## src/rtl/btn_port_pkg.sv

```systemverilog
package btn_port_pkg;
  localparam int ADDR_W = 4;
  localparam logic [ADDR_W-1:0] OFS_LIVE = 4'h0;
  localparam logic [ADDR_W-1:0] OFS_EN   = 4'h8;
  localparam logic [ADDR_W-1:0] OFS_CAP  = 4'hC;
endpackage

```

## src/rtl/btn_sync.sv

```systemverilog
module btn_sync #(
  parameter int NUM_BTN     = 4,
  parameter int SYNC_STAGES = 2
) (
  input  logic               clk_i,
  input  logic               rst_ni,
  input  logic [NUM_BTN-1:0] raw_i,
  output logic [NUM_BTN-1:0] lvl_o
);
  logic [NUM_BTN-1:0] stg_q [SYNC_STAGES];

  // reset to released level so no false release follows reset
  always_ff @(posedge clk_i or negedge rst_ni) begin
    if (!rst_ni) begin
      for (int s = 0; s < SYNC_STAGES; s++) stg_q[s] <= '1;
    end else begin
      stg_q[0] <= raw_i;
      for (int s = 1; s < SYNC_STAGES; s++) stg_q[s] <= stg_q[s-1];
    end
  end

  assign lvl_o = stg_q[SYNC_STAGES-1];
endmodule

```

## src/rtl/btn_edge_cap.sv

```systemverilog
module btn_edge_cap #(
  parameter int NUM_BTN = 4
) (
  input  logic               clk_i,
  input  logic               rst_ni,
  input  logic [NUM_BTN-1:0] lvl_i,
  input  logic [NUM_BTN-1:0] clr_i,
  output logic [NUM_BTN-1:0] cap_o
);
  logic [NUM_BTN-1:0] prev_q, rise, cap_q;

  assign rise = lvl_i & ~prev_q;

  always_ff @(posedge clk_i or negedge rst_ni) begin
    if (!rst_ni) begin
      prev_q <= '1;
      cap_q  <= '0;
    end else begin
      prev_q <= lvl_i;
      cap_q  <= (cap_q & ~clr_i) | rise;  // set wins over clear
    end
  end

  assign cap_o = cap_q;

  for (genvar i = 0; i < NUM_BTN; i++) begin : g_chk

    cap_sticky_chk: assert property (@(posedge clk_i) disable iff (!rst_ni)
      cap_q[i] && !clr_i[i] |=> cap_q[i]);

    set_prio_chk: assert property (@(posedge clk_i) disable iff (!rst_ni)
      rise[i] |=> cap_q[i]);

    no_spurious_chk: assert property (@(posedge clk_i) disable iff (!rst_ni)
      !cap_q[i] && !rise[i] |=> !cap_q[i]);
  end
endmodule

```

## src/rtl/btn_port.sv

```systemverilog
module btn_port
  import btn_port_pkg::*;
#(
  parameter int NUM_BTN     = 4,
  parameter int SYNC_STAGES = 2,
  parameter int DATA_W      = 32
) (
  input  logic              clk_i,
  input  logic              rst_ni,
  input  logic [NUM_BTN-1:0] btn_ni,
  input  logic              wr_en_i,
  input  logic [ADDR_W-1:0] addr_i,
  input  logic [DATA_W-1:0] wdata_i,
  output logic [DATA_W-1:0] rdata_o,
  output logic              irq_o
);
  logic [NUM_BTN-1:0] lvl, cap, en_q, clr;
  logic               wr_en_reg;

  btn_sync #(.NUM_BTN(NUM_BTN), .SYNC_STAGES(SYNC_STAGES)) i_sync (
    .clk_i(clk_i), .rst_ni(rst_ni), .raw_i(btn_ni), .lvl_o(lvl)
  );

  assign wr_en_reg = wr_en_i && (addr_i == OFS_EN);
  assign clr       = (wr_en_i && (addr_i == OFS_CAP)) ? wdata_i[NUM_BTN-1:0] : '0;

  btn_edge_cap #(.NUM_BTN(NUM_BTN)) i_cap (
    .clk_i(clk_i), .rst_ni(rst_ni), .lvl_i(lvl), .clr_i(clr), .cap_o(cap)
  );

  always_ff @(posedge clk_i or negedge rst_ni) begin
    if (!rst_ni)        en_q <= '0;
    else if (wr_en_reg) en_q <= wdata_i[NUM_BTN-1:0];
  end

  always_comb begin
    rdata_o = '0;
    case (addr_i)
      OFS_LIVE: rdata_o[NUM_BTN-1:0] = ~lvl;
      OFS_EN:   rdata_o[NUM_BTN-1:0] = en_q;
      OFS_CAP:  rdata_o[NUM_BTN-1:0] = cap;
      default:  rdata_o = '0;
    endcase
  end

  assign irq_o = |(cap & en_q);


  en_write_chk: assert property (@(posedge clk_i) disable iff (!rst_ni)
    wr_en_reg |=> en_q == $past(wdata_i[NUM_BTN-1:0]));

  irq_hold_chk: assert property (@(posedge clk_i) disable iff (!rst_ni)
    irq_o && !wr_en_i |=> irq_o);

  en_keep_chk: assert property (@(posedge clk_i) disable iff (!rst_ni)
    !wr_en_reg |=> $stable(en_q));
endmodule

```

## config.mk

```make
export PLATFORM = sky130hd
export DESIGN_NAME = btn_port
export DESIGN_NICKNAME = d
export VERILOG_FILES = /design/src/rtl/btn_port_pkg.sv /design/src/rtl/btn_sync.sv /design/src/rtl/btn_edge_cap.sv /design/src/rtl/btn_port.sv
export SDC_FILE = /design/constraint.sdc
export NUM_CORES = 1
export LEC_CHECK = 0
export ABC_CLOCK_PERIOD_IN_PS = 1300
export BUFFER_PORTS_ARGS = -buffer_cell sky130_fd_sc_hd__clkbuf_2
export CAP_MARGIN = 20
export CORE_UTILIZATION = 40
export CTS_BUF_LIST = sky130_fd_sc_hd__clkbuf_16
export CTS_CLUSTER_SIZE = 40
export DETAILED_ROUTE_END_ITERATION = 10
export HOLD_SLACK_MARGIN = 0.1
export PLACE_DENSITY = 0.88
export SETUP_SLACK_MARGIN = 0.15
export SLEW_MARGIN = 5
export SYNTH_ARGS = -nofsm -noshare
export SYNTH_HDL_FRONTEND = slang
export SYNTH_SLANG_ARGS = --single-unit
```

## constraint.sdc

```tcl
create_clock -name clk_i -period 1.3 [get_ports clk_i]
set_clock_uncertainty 0.2 [all_clocks]
set_input_delay 0 -clock clk_i [delete_from_list [all_inputs] [get_ports clk_i]]
set_output_delay 0 -clock clk_i [all_outputs]
set_load 0.01 [all_outputs]
```

==> impl_metrics.py <==
metrics = {
    "outcome": {
        "status": "complete, but fails checks",
        "violations": "negative setup slack",
    },
    "timing": {
        "period_share": 1.083,
        "fin_crit_ns": 1.408,
        "fin_hold_ws_ns": 0.01678,
        "finalSetupViolCount": 5,
        "final_hold_viol_count": 0,
        "rsz0062_at_grt": "yes",
        "slew_violations": 0,
        "setup_slack_ns": -0.1080,
        "max_freq_mhz": 710.2,
    },
    "synthesis": {
        "syn_avg_cell_area_um2": 11.02,
        "synth_edf_count": 0,
        "synth_top_family_by_area": "buffers and inverters",
        "synthTopCellsByArea": "dfstp_2, buf_4, dfrtp_1, mux2_4, nand3_1",
        "yosysMostFrequentCell": "buf_4",
        "synth_top_cell_area_share": 0.3043,
        "synth_fa_ha_area_frac": 0,
        "synth_common_cells": "buf_4, dfstp_2, dfrtp_1, nand3_1, o21ai_0",
        "muxShareOfSynthArea": 0.05797,
        "synth_compound_area_frac": 0.1014,
        "seq_area_frac_synth": 0.4976,
        "synthArstFlopShare": 1.000,
        "ys_ff_latch": 20,
        "yosys_warnings": 0,
        "ys_types": 18,
        "syn_inst": 94,
        "synth_flop_cell": "dfstp_2",
        "synth-simple-area-share": 0.1027,
        "syn-cell-area_mm2": 0.001036,
        "yosysTopAreaCell": "dfstp_2",
        "yosys.area_share.xor_xnor": 0,
    },
    "global_routing": {
        "grt_pass1_wl_mm": 2.628,
        "grt_pass1_vias": 659,
        "gr-total-overflow": 0,
        "grt_max_degree": 21,
        "grt_usage": 0.1324,
        "antenna_found_initial": 0,
    },
    "die": {
        "ios": 76,
        "core_area_mm2": 0.002455,
        "die_h_um": 52.89,
        "dieWidth_um": 52.89,
        "start_util": 0.4220,
        "num_rows": 18,
        "design.die.area_mm2": 0.002797,
    },
    "cts": {
        "htreeDepth": 1,
        "cts_tree": "yes",
        "clock_path_buffers": 2,
        "cts_sinks": 20,
        "cts_buffers": 3,
        "cts_hold_buf": 9,
        "clkTransAtPathRegs_ns": 0.05,
        "clock_latency_ns": 0.25,
        "cts_root_buf": "clkbuf_16",
    },
    "pwr": {
        "leakagePower_nw": 0.6281,
        "irDropWorstVdd_mv": 1.347,
        "power.density_mw_per_mm2": 1378,
    },
    "layout": {
        "final_nets": 173,
        "areaGrowthSynthToFinish_pct": 23.91,
        "multi_input_area_um2": 381.6,
        "drive_gt1_frac": 0.4109,
        "insertedDiodeCount": 0,
        "ff_latch_area_um2": 515.5,
        "fillers": 212,
    },
    "setup_path": {
        "cp.arrival_ns": 1.21,
        "start_kind": "flop",
        "cpPeakStageDelay_ns": 0.54,
        "worst-path-max-fanout": 2,
        "path_class": "flop to primary output",
        "end_kind": "primary output",
        "critPathSlowestCell": "dfstp_2",
        "cp.required_ns": 1.10,
        "worstPathCellList": "inv_2 > o211ai_1 > a21oi_1 > buf_2",
    },
    "flow_run": {
        "cap_violations": 0,
    },
    "route": {
        "routed_wl_mm": 1.716,
        "num_vias": 715,
        "viasPerCell": 4.497,
        "drtPass1Iterations": 4,
        "drtIter0Drc": 9,
        "routedWlPerCell_um": 10.79,
        "drcViolationCount": 0,
        "postRouteAntennaNets": 0,
    },
    "min_path": {
        "hold_path_class": "primary input to flop",
    },
    "placement": {
        "place_congestion": 0.6576,
        "dp_slack_ns": -0.03765,
        "port_buffers": 19,
        "dp_hpwl_mm": 1.225,
    },
}
==> through the flow <==
stage / power [mW] / TNS (ns) / utilization / instances / area [um2]
after global placement: 0.9502 / -0.01432 / 0.4312 / 142 / 1059
after global routing: 1.840 / -0.6647 / 0.5229 / 159 / 1284
final: 1.768 / -0.3849 / 0.5229 / 159 / 1284
after floorplan: 0.9422 / 0 / - / 121 / 1137
after detailed placement: 0.9605 / -0.1253 / 0.4312 / 142 / 1059
after CTS: 1.745 / -0.3696 / 0.5117 / 156 / 1256
==> critical path: cells and delay by family, from the launching register on <==
family                 cells  cell delay (ns)
AO/OA/AOI/OAI              2             0.24
buffers and inverters      2             0.18
flip-flops                 1             0.54
==> flip-flops by register name, indices dropped and copies added, names as in the netlist <==
register,flops
i_sync.lvl_o,4
i_sync.stg_q,4
en_q,4
i_cap.prev_q,4
i_cap.cap_o,4
==> kinds of logic (layout without fill, tap and decap cells) <==
group | count (synthesis) | in the layout
AOI/OAI and AO/OA | 18 | 18
muxes | 4 | 4
buffers and inverters | 35 | 43
DFF | 20 | 20
and+or+nand+nor | 16 | 16
other | 1 | 28
==> placed cells by master (no fill, tap or decap), drive strengths merged <==
cell,synthesis,routed
nand3b,1,1
a21oi,4,4
buf,30,7
dfrtp,8,8
o211ai,4,4
mux2,4,4
dlygate4sd3,0,9
nand2b,4,4
nand2,1,1
a22oi,2,2
dfstp,12,12
o21ai,8,8
inv,5,5
or2,1,1
conb,1,28
or3b,1,1
nand3,8,8
clkbuf,0,22
==> final timing paths <==
kind / start / to / slack [ns] / cells past startpoint
max in group asynchronous: rst_ni / i_sync.stg_q[4] / 0.51 / 2
min in group asynchronous: rst_ni / i_cap.cap_o[2] / 0.04 / 2
worst max register to register: en_q[2] / en_q[2] / 0.18 / 2
worst min-delay path: addr_i[2] / i_cap.cap_o[3] / 0.02 / 5
worst max-delay path: i_sync.lvl_o[3] / rdata_o[3] / -0.11 / 4
worst min register to register: i_sync.stg_q[4] / i_sync.lvl_o[0] / 0.16 / 0
==> layer usage <==
metal / GRT usage / vias up / part of all wire / wire length, um
li1: - / 327 / - / -
met1: 0.1243 / 336 / 0.38 / 646
met2: 0.2553 / 46 / 0.52 / 886
met3: 0.04885 / 6 / 0.086 / 148
met4: 0.04825 / 0 / 0.020 / 34
met5: 0 / - / 0 / 0
==> timing repair <==
| action | 4_1_cts | 5_1_grt |
|---|---|---|
| buffers inserted | 1 | 3 |
| endpoints found under the setup margin | 5 | 6 |
| gates resized for setup | 4 | 3 |
| hold endpoints to repair | 32 | 12 |
| pin swaps | 7 | 2 |
==> power by group <==
part	switching (mW)	total [mW]	internal (mW)	leakage, nW
registers	0.0366	0.727	0.691	0.211
clock network	0.227	0.760	0.533	0.0493
logic	0.135	0.281	0.146	0.367
==> cell type report <==
type,count,area share
well taps,30,0.02924
clock buffers,4,0.07797
inverters,5,0.01462
multi-input cells,66,0.2973
flip-flops and latches,20,0.4016
repair buffers,34,0.1793
Power figures use the tool's default switching activity.
